## config.mk

```make
export PLATFORM = sky130hd
export DESIGN_NAME = wt_cache
export DESIGN_NICKNAME = d
export VERILOG_FILES = /design/src/rtl/wtc_pkg.sv /design/src/rtl/wtc_store.sv /design/src/rtl/wtc_ctrl.sv /design/src/rtl/wt_cache.sv
export SDC_FILE = /design/constraint.sdc
export NUM_CORES = 1
export LEC_CHECK = 0
export ABC_AREA = 1
export BUFFER_PORTS_ARGS = -buffer_cell sky130_fd_sc_hd__buf_2
export CORE_ASPECT_RATIO = 0.6
export CORE_MARGIN = 2
export CORE_UTILIZATION = 30
export CTS_BUF_LIST = sky130_fd_sc_hd__clkbuf_16
export CTS_CLUSTER_SIZE = 10
export DETAILED_ROUTE_END_ITERATION = 8
export SLEW_MARGIN = 20
export SYNTH_ARGS = -nofsm -noshare
export SYNTH_HDL_FRONTEND = slang
export SYNTH_HIERARCHICAL = 1
export SYNTH_SLANG_ARGS = --single-unit
```

## constraint.sdc

```tcl
create_clock -name clk -period 4.4 [get_ports clk]
set_input_delay 0.22 -clock clk [delete_from_list [all_inputs] [get_ports clk]]
set_output_delay 0.22 -clock clk [all_outputs]
set_load 0.01 [all_outputs]
```

## src/rtl/wtc_pkg.sv

```systemverilog
package wtc_pkg;
    typedef enum logic [1:0] {
        WTC_IDLE   = 2'd0,
        WTC_MEM_RD = 2'd1,
        WTC_MEM_WR = 2'd2
    } wtc_state_e;
endpackage

```

## src/rtl/wtc_store.sv

```systemverilog
module wtc_store #(
    parameter int ADDR_W  = 16,
    parameter int DATA_W  = 32,
    parameter int ENTRIES = 8
) (
    input  logic              clk,
    input  logic              rst_n,
    input  logic              clear,
    input  logic [ADDR_W-1:0] lk_addr,
    output logic              lk_hit,
    output logic [DATA_W-1:0] lk_data,
    input  logic              strobe,
    input  logic [ADDR_W-1:0] st_addr,
    input  logic [DATA_W-1:0] st_data
);
    localparam int PTR_W = (ENTRIES > 1) ? $clog2(ENTRIES) : 1;
    localparam logic [PTR_W-1:0] LAST = PTR_W'(ENTRIES - 1);

    typedef struct packed {
        logic [ENTRIES-1:0]             valid;
        logic [ENTRIES-1:0][ADDR_W-1:0] tag;
        logic [ENTRIES-1:0][DATA_W-1:0] val;
        logic [PTR_W-1:0]               ptr;
    } store_t;

    store_t q, d;
    logic [ENTRIES-1:0] lk_match;
    logic [ENTRIES-1:0] st_match;

    for (genvar g = 0; g < ENTRIES; g++) begin : g_cmp
        assign lk_match[g] = q.valid[g] && (q.tag[g] == lk_addr);
        assign st_match[g] = q.valid[g] && (q.tag[g] == st_addr);
    end

    always_comb begin
        lk_data = '0;
        for (int i = 0; i < ENTRIES; i++) begin
            if (lk_match[i]) lk_data = lk_data | q.val[i];
        end
    end
    assign lk_hit = |lk_match;

    always_comb begin
        d = q;
        if (clear) begin
            d.valid = '0;
            d.ptr   = '0;
        end else if (strobe) begin
            if (|st_match) begin
                for (int i = 0; i < ENTRIES; i++) begin
                    if (st_match[i]) d.val[i] = st_data;
                end
            end else begin
                d.tag[q.ptr]   = st_addr;
                d.val[q.ptr]   = st_data;
                d.valid[q.ptr] = 1'b1;
                d.ptr          = (q.ptr == LAST) ? '0 : q.ptr + 1'b1;
            end
        end
    end

    always_ff @(posedge clk) begin
        if (!rst_n) q <= '0;
        else        q <= d;
    end

    assert_unique_tag_R7: assert property (@(posedge clk) disable iff (!rst_n)
        $onehot0(lk_match));
    assert_clear_empties_R8: assert property (@(posedge clk) disable iff (!rst_n)
        clear |=> !lk_hit);
    assert_fill_visible_R4: assert property (@(posedge clk) disable iff (!rst_n)
        (strobe && !clear && lk_addr == st_addr) |=> (lk_addr != $past(st_addr)) || lk_hit);
endmodule

```

## src/rtl/wtc_ctrl.sv

```systemverilog
module wtc_ctrl
    import wtc_pkg::*;
#(
    parameter int ADDR_W = 16,
    parameter int DATA_W = 32
) (
    input  logic              clk,
    input  logic              rst_n,
    input  logic              cl_req,
    input  logic              cl_we,
    input  logic [ADDR_W-1:0] cl_addr,
    input  logic [DATA_W-1:0] cl_wdata,
    output logic [DATA_W-1:0] cl_rdata,
    output logic              cl_ready,
    input  logic              hit,
    input  logic [DATA_W-1:0] hit_data,
    output logic              strobe,
    output logic [ADDR_W-1:0] st_addr,
    output logic [DATA_W-1:0] st_data,
    output logic              mem_req,
    output logic              mem_we,
    output logic [ADDR_W-1:0] mem_addr,
    output logic [DATA_W-1:0] mem_wdata,
    input  logic [DATA_W-1:0] mem_rdata,
    input  logic              mem_ready
);
    typedef struct packed {
        wtc_state_e        state;
        logic [ADDR_W-1:0] addr;
        logic [DATA_W-1:0] data;
    } ctrl_t;

    ctrl_t q, d;

    always_comb begin
        d        = q;
        cl_ready = 1'b0;
        cl_rdata = hit_data;
        strobe   = 1'b0;
        st_addr  = q.addr;
        st_data  = q.data;
        unique case (q.state)
            WTC_IDLE: begin
                if (cl_req) begin
                    if (!cl_we && hit) begin
                        cl_ready = 1'b1;
                    end else begin
                        d.state = cl_we ? WTC_MEM_WR : WTC_MEM_RD;
                        d.addr  = cl_addr;
                        d.data  = cl_wdata;
                    end
                end
            end
            WTC_MEM_RD: begin
                if (mem_ready) begin
                    cl_ready = 1'b1;
                    cl_rdata = mem_rdata;
                    strobe   = 1'b1;
                    st_data  = mem_rdata;
                    d.state  = WTC_IDLE;
                end
            end
            WTC_MEM_WR: begin
                if (mem_ready) begin
                    cl_ready = 1'b1;
                    strobe   = 1'b1;
                    d.state  = WTC_IDLE;
                end
            end
            default: d.state = WTC_IDLE;
        endcase
    end

    assign mem_req   = (q.state != WTC_IDLE);
    assign mem_we    = (q.state == WTC_MEM_WR);
    assign mem_addr  = q.addr;
    assign mem_wdata = q.data;

    always_ff @(posedge clk) begin
        if (!rst_n) q <= '{state: WTC_IDLE, addr: '0, data: '0};
        else        q <= d;
    end

    assert_hold_request_R10: assert property (@(posedge clk) disable iff (!rst_n)
        (mem_req && !mem_ready) |=> (mem_req && $stable(mem_addr) && $stable(mem_we) && $stable(mem_wdata)));
    assert_write_through_R5: assert property (@(posedge clk) disable iff (!rst_n)
        (cl_req && cl_we && cl_ready) |-> (mem_req && mem_we && mem_ready));
    assert_hit_no_wait_R2: assert property (@(posedge clk) disable iff (!rst_n)
        (cl_req && !cl_we && hit && !mem_req) |-> cl_ready);
    assert_quiet_idle_R9: assert property (@(posedge clk) disable iff (!rst_n)
        !cl_req |-> !cl_ready);
    assert_miss_goes_out_R3: assert property (@(posedge clk) disable iff (!rst_n)
        (cl_req && !cl_we && !hit && !mem_req) |=> (mem_req && !mem_we && mem_addr == $past(cl_addr)));
endmodule

```

## src/rtl/wt_cache.sv

```systemverilog
module wt_cache #(
    parameter int ADDR_W  = 16,
    parameter int DATA_W  = 32,
    parameter int ENTRIES = 8
) (
    input  logic              clk,
    input  logic              rst_n,
    input  logic              flush,
    input  logic              cl_req,
    input  logic              cl_we,
    input  logic [ADDR_W-1:0] cl_addr,
    input  logic [DATA_W-1:0] cl_wdata,
    output logic [DATA_W-1:0] cl_rdata,
    output logic              cl_ready,
    output logic              mem_req,
    output logic              mem_we,
    output logic [ADDR_W-1:0] mem_addr,
    output logic [DATA_W-1:0] mem_wdata,
    input  logic [DATA_W-1:0] mem_rdata,
    input  logic              mem_ready
);
    logic              hit;
    logic [DATA_W-1:0] hit_data;
    logic              strobe;
    logic [ADDR_W-1:0] st_addr;
    logic [DATA_W-1:0] st_data;

    wtc_store #(.ADDR_W(ADDR_W), .DATA_W(DATA_W), .ENTRIES(ENTRIES)) u_store (
        .clk(clk), .rst_n(rst_n), .clear(flush),
        .lk_addr(cl_addr), .lk_hit(hit), .lk_data(hit_data),
        .strobe(strobe), .st_addr(st_addr), .st_data(st_data)
    );

    wtc_ctrl #(.ADDR_W(ADDR_W), .DATA_W(DATA_W)) u_ctrl (
        .clk(clk), .rst_n(rst_n),
        .cl_req(cl_req), .cl_we(cl_we), .cl_addr(cl_addr), .cl_wdata(cl_wdata),
        .cl_rdata(cl_rdata), .cl_ready(cl_ready),
        .hit(hit), .hit_data(hit_data),
        .strobe(strobe), .st_addr(st_addr), .st_data(st_data),
        .mem_req(mem_req), .mem_we(mem_we), .mem_addr(mem_addr), .mem_wdata(mem_wdata),
        .mem_rdata(mem_rdata), .mem_ready(mem_ready)
    );
endmodule

```

==> metrics.txt, run 1 <==
distinct cell type count after synthesis=40; initial antenna violation count=1; Logic pwr share=0.265; largest net degree at the start of global routing=162; Vert. Die Dim=234 microns; Final WS setup=0.311 ns; clock buffer depth=3; CORE AREA=87300 sq um; WS Path Type=in -> out; Skew-Pair Late Insertion Delay=0.68 ns; CTS Buf Count=52; r2r worst-path depth=12; pre-CTS setup slack=0.830 ns; WP data arrival=3.87 ns; Initial DRT Pass Iterations=6; Worst setup EP type=output port; Tmin final=4.09 ns; DRC Markers=0; CP max FO=22; number of flops mapped to enable cells by yosys=0; Final Util=0.342; Yosys warning count=6; first-pass GRT wire length=175000 microns; r2r setup slk=0.67 ns; gpl congestion=1.01; Mapped Area=26400 sq um; Clock transition at path regs=0.06 ns; Total GRT Usage=0.255; post_cts resized=0; syn_area_per_cell=6.00 sq um; drt wl/cell=21.5 microns; postcts setup bufs=0; Final Hold Slack=0.0531 ns; antenna-violating nets left=0; switch share=0.370; antenna cell count=0; Row Count=84; Worst Hold Class=in -> reg; Hold-fix buffers, CTS=39; CP Launch Point=cl_addr[15]; data required time at the worst endpoint=4.18 ns; MaxCap Viol Count=0; IO Port Bufs=168; Int Power=0.00717 W; share of cells above drive strength 1=0.0859; Yosys reg bits=445; maximum clock rate=245 MHz; syn nets=4491; status=complete, no violations; I/O pins=169; Hold Vio Cnt, Final=0; Final Max Slew Viols=0; clock skew=0.0793 ns; grt ovf=0; end of the critical path=cl_rdata[25]; Slew HR=0.277; fin crit share=0.929; Clk pwr share=0.351; crit start category=input port; Sequential Power Share=0.384; CTS tree=built; WL final=120000 microns; Primary FF master, synth=dfxtp_1; initial core utilization=0.302; final setup fails=0; total negative slack=0 ns; Post-Syn Instances=4398; measured slew at the worst slew-check pin=1.08 ns; Async S/R FF share, synth=0; Die W=387 microns; HPWL Detailed=80700 microns; vias in the first global route=25900; Area Overhead vs Synth=13.0%; Clock Sinks=445; RSZ-0062 raised after global routing=no; Leak=15.2 nW; Net Switching=0.00421 W; Hold Crit Start=cl_addr[9]; R2R Path End=u_store/q[106]; vias=29900; Clock Tree Root=clkbuf_16; DRT iter0 DRCs=4605; Cell Pwr Density=381 nW/um^2; via/cell ratio=5.35; nets=4500; reg2reg start=u_ctrl/mem_addr[14]; sequential element share of the synthesized area=0.338; H-tree Lvls=2; Peak supply drop=0.000336 V; die area=90400 sq um; Pwr Total=0.0114 W
-- synthesized netlist by cell type (9+ instances only) --
cell,number,share of area
inv_2,21,0.0030
o21ai_1,9,0.0017
nand3_1,307,0.058
a221oi_1,12,0.0040
inv_1,411,0.058
buf_4,73,0.021
o22ai_1,60,0.014
nand2_1,1210,0.17
nor2_1,888,0.13
a21oi_1,226,0.043
buf_1,27,0.0038
dfxtp_1,445,0.34
clkbuf_1,128,0.018
nand4_1,162,0.038
o2111ai_1,11,0.0037
o21ai_0,159,0.030
buf_2,117,0.022
nor3_1,13,0.0025
xnor2_1,34,0.011
xor2_1,19,0.0063
nand3b_1,11,0.0031
-- layout make-up --
| type | instances | area (sq um) |
|---|---|---|
| clock buffer | 53 | 1330 |
| clock inverter | 18 | 121 |
| fill | 9562 | 57500 |
| inverter | 434 | 1630 |
| multi-input combinational | 3166 | 14200 |
| sequential | 445 | 8910 |
| tap | 1161 | 1450 |
| timing repair buffer | 308 | 2190 |
-- critical path: stages --
cell and delay [ns]:
dlygate4sd3_1 0.52, buf_2 0.27, buf_4 0.29, xor2_1 0.09, a21oi_1 0.22, o2111ai_1 0.16
nor2_2 0.68, buf_4 0.53, nand4_1 0.21, o21ai_0 0.15, nor2_1 0.07, nand2_1 0.12
nand2_1 0.08, nand2_1 0.10, buf_2 0.13
-- registers in the layout (all words and copies together), names as in the netlist --
signal            cells
u_store/q           395
u_ctrl/mem_wdata     32
u_ctrl/mem_addr      16
u_ctrl/q              2
-- per-stage QoR --
| stage | cell area, sq um | cells |
|---|---|---|
| 6_report | 29800 | 5585 |
| 5_1_grt | 29800 | 5585 |
| 4_1_cts | 29800 | 5585 |
| 3_5_place_dp | 28000 | 5475 |
| 3_3_place_gp | 28000 | 5475 |
| 2_1_floorplan | 26400 | 4398 |
-- metal layers --
metal  track usage  up-vias  part of all wire
met3        0.0870      198              0.15
met1         0.382    13800              0.45
met5             0        -          0.000092
met4        0.0759        2             0.026
li1              -    13800                 -
met2         0.335     2103              0.37
-- placed cells by master (no fill, tap or decap), types with 3 or more instances in the layout --
master,n
buf_2,167
ha_1,7
a221oi_4,4
buf_12,15
nor2_2,6
nand3_1,306
a221oi_1,7
inv_1,419
nand2_2,3
clkinv_1,9
nand3_4,5
o2111ai_1,11
o22ai_1,60
clkbuf_16,53
nand4_1,162
dlygate4sd3_1,39
nand2_1,1209
nand4_4,4
dfxtp_1,445
o21ai_0,159
buf_4,86
a221oi_2,3
nor3_1,11
nand3b_1,11
inv_2,21
a31oi_1,4
o211ai_1,4
xnor2_1,34
a21oi_1,226
xor2_1,19
o21ai_1,9
and3_1,4
nor2_1,883
-- kinds of logic after synthesis --
family          count (synthesis)  share of synthesized area
compound gates                489                      0.101
simple gates                 2617                      0.411
fa+ha+maj                       7                    0.00332
flops                         445                      0.338
xor+xnor                       53                     0.0176
buf+inv                       787                      0.130
-- power by group through the flow --
stage	logic, W	clock network [W]	registers [W]
global route	0.00322	0.00420	0.00439
detailed placement	0.00284	0	0.00445
global placement	0.00284	0	0.00445
CTS	0.00288	0.00404	0.00436
floorplan	0.00190	0	0.00439
finish	0.00302	0.00399	0.00437
-- how the worst min path moves through the flow --
stage / endpoint / slack, ns / cells after the start
3_5_place_dp: u_ctrl/mem_wdata[19] / 0.47 / 3
4_1_cts: u_ctrl/mem_addr[9] / 0.009 / 3
5_1_grt: u_ctrl/mem_addr[0] / 0.05 / 3
3_3_place_gp: u_ctrl/mem_wdata[22] / 0.46 / 3
6_report: u_ctrl/mem_addr[9] / 0.05 / 3
2_1_floorplan: u_ctrl/mem_wdata[18] / 0.37 / 2
No activity file was read; power rests on OpenSTA's default activity.
==> run 2, diff against run 1 <==
--- a/config.mk
+++ b/config.mk
@@ -13,6 +13,7 @@
 export CTS_BUF_LIST = sky130_fd_sc_hd__clkbuf_16
 export CTS_CLUSTER_SIZE = 10
 export DETAILED_ROUTE_END_ITERATION = 8
+export GPL_TIMING_DRIVEN = 0
 export SLEW_MARGIN = 20
 export SYNTH_ARGS = -nofsm -noshare
 export SYNTH_HDL_FRONTEND = slang
==> run 2 against run 1 <==
The flow now finishes with violations (setup timing). Register-to-register slack lost 0.42 ns. Critical path depth rose by 4. Hold slack improved by 0.015 ns. Routed wire length up 16%. Largest power group unchanged.
==> metrics.txt, run 2 (synthesis results as in run 1) <==
clock buffer depth=3 (unchanged); maximum clock rate=222 MHz (was 245 MHz); gpl congestion=1.04 (was 1.01); Area Overhead vs Synth=17.3% (was 13.0%); initial core utilization=0.302 (unchanged); Slew HR=0.251 (was 0.277); Skew-Pair Late Insertion Delay=0.66 ns (was 0.68 ns); WL final=139000 microns (was 120000 microns); multi-input logic area=14100 sq um (was 14200 sq um); RSZ-0062 raised after global routing=no (unchanged); crit start category=input port (unchanged); met2 GRT Util=0.372 (was 0.335); Die W=387 microns (unchanged); Worst setup EP type=register (was output port); IO Port Bufs=167 (was 168); Clock Tree Root=clkbuf_16 (unchanged); Clock Sinks=445 (unchanged); FILL cells=9653 (was 9562); final setup fails=19 (was 0); Cell Pwr Density=386 nW/um^2 (was 381 nW/um^2); r2r worst-path depth=15 (was 12); HPWL Detailed=106000 microns (was 80700 microns); most common cell after layout, fill and taps aside=nand2_1 (unchanged); failing checks=setup timing; status=finished with violations (was complete, no violations); Pwr Total=0.0119 W (was 0.0114 W); MaxCap Viol Count=0 (unchanged); CP max FO=10 (was 22); GR Util met1=0.443 (was 0.382); measured slew at the worst slew-check pin=1.12 ns (was 1.08 ns); largest net degree at the start of global routing=16 (was 162); Total GRT Usage=0.294 (was 0.255); Peak supply drop=0.000290 V (was 0.000336 V); # placed instances=5728 (was 5475); vias in the first global route=27100 (was 25900); GR Util met3=0.125 (was 0.0870); Row Count=84 (unchanged); CORE AREA=87300 sq um (unchanged); register area=8910 sq um (unchanged); share of cells above drive strength 1=0.103 (was 0.0859); data required time at the worst endpoint=4.96 ns (was 4.18 ns); Reg with most FFs=u_store/q (unchanged); final cell count without fillers=5870 (was 5585); DRT iter0 DRCs=5380 (was 4605); WP data arrival=5.06 ns (was 3.87 ns); antenna-violating nets left=0 (unchanged); nets=4785 (was 4500); Largest register FFs=395 (unchanged); via/cell ratio=5.37 (was 5.35); Initial DRT Pass Iterations=6 (unchanged); DRC Markers=0 (unchanged); initial antenna violation count=3 (was 1); Leak=15.8 nW (was 15.2 nW); H-tree Lvls=2 (unchanged); vias=31500 (was 29900); most frequent cells in the layout=nand2_1, nor2_1, dfxtp_1, inv_1, nand3_1 (unchanged); die area=90400 sq um (unchanged); CTS Buf Count=52 (unchanged); first-pass GRT wire length=193000 microns (was 175000 microns); WS Path Type=in -> reg (was in -> out); global route hottest layer=met1 (unchanged); grt ovf=0 (unchanged); Tmin final=4.50 ns (was 4.09 ns); Final Hold Slack=0.0682 ns (was 0.0531 ns); fin crit share=1.02 (was 0.929); Clock transition at path regs=0.07 ns (was 0.06 ns); I/O pins=169 (unchanged); clock skew=0.0365 ns (was 0.0793 ns); Final Max Slew Viols=0 (unchanged); Worst Hold Class=in -> reg (unchanged); Hold Vio Cnt, Final=0 (unchanged); Vert. Die Dim=234 microns (unchanged); drt wl/cell=23.6 microns (was 21.5 microns); Final WS setup=-0.101 ns (was 0.311 ns); CTS tree=built (unchanged); Hold Path Cell Cnt=3 (unchanged)
[run 2: cell types whose count changed in the layout (fill, tap and decap cells not counted), sizes merged]
| cell | before | now |
|---|---|---|
| clkinv | 12 | 10 |
| diode | 0 | 1 |
| clkinvlp | 0 | 2 |
| clkbuf | 53 | 176 |
| buf | 269 | 397 |
| dlygate4sd3 | 39 | 72 |
[run 2: layer usage]
metal	routed length, microns	vias up
met5	96	-
met4	2990	2
met3	24600	198
met2	48800	2296
met1	62300	14600
li1	-	14400
[run 2: cell type report]
type,count,share of cell area
flip-flops and latches,445,0.288
clock inverters,18,0.00420
plain buffers,349,0.0582
repair buffers,244,0.0519
diodes,1,0.0000809
well taps,1161,0.0469
inverters,434,0.0529
clock buffers,52,0.0420
multi-input cells,3166,0.456
[run 2: final timing paths]
check	slack, ns	startpoint	end
setup reg to reg	0.25	u_store/q[266]	u_ctrl/mem_addr[6]
hold reg to reg	0.48	u_store/q[207]	u_store/q[207]
setup / recovery	-0.10	cl_addr[11]	u_ctrl/mem_wdata[9]
hold / removal	0.07	cl_addr[9]	u_ctrl/mem_addr[9]
[run 2: report_power, final]
| part | switching (W) | internal, W | total [W] |
|---|---|---|---|
| clock | 0.00192 | 0.00211 | 0.00404 |
| sequential | 0.000146 | 0.00422 | 0.00436 |
| combinational | 0.00256 | 0.000982 | 0.00354 |
| total | 0.00463 | 0.00731 | 0.0119 |
[run 2: metrics by stage]
stage	setup TNS, ns	instance area (sq um)	setup slack (ns)	utilization
floorplan	0	26400	1.89	-
finish	-0.867	30900	-0.101	0.354
CTS	0	30900	0.0111	0.354
global route	0	30900	0.00514	0.354
global placement	-36.91	28700	-0.647	0.328
detailed placement	-30.95	28700	-0.632	0.329
[run 2: timing repair]
item / 4_1_cts / 5_1_grt
setup endpoints to repair: 30 / 39
hold buffers: 72 / 0
setup buffers: 0 / 3
resized for setup: 6 / 18
endpoints found under the hold margin: 53 / 0
pin swaps: 0 / 3
[run 2: critical path: stages]
cell           delay, ns
buf_2               0.10
buf_2               0.39
clkinv_1            0.71
o22ai_1             0.39
nor2_1              0.13
nand2_1             0.13
a211oi_4            0.09
nand3_1             0.33
clkbuf_1            0.52
nand2_1             0.12
nor2_1              0.11
nand4_1             0.37
nand2_2             0.26
nand2_4             0.09
buf_6               0.15
buf_6               0.13
o21ai_0             0.16
dlygate4sd3_1       0.57
nor2_1              0.04
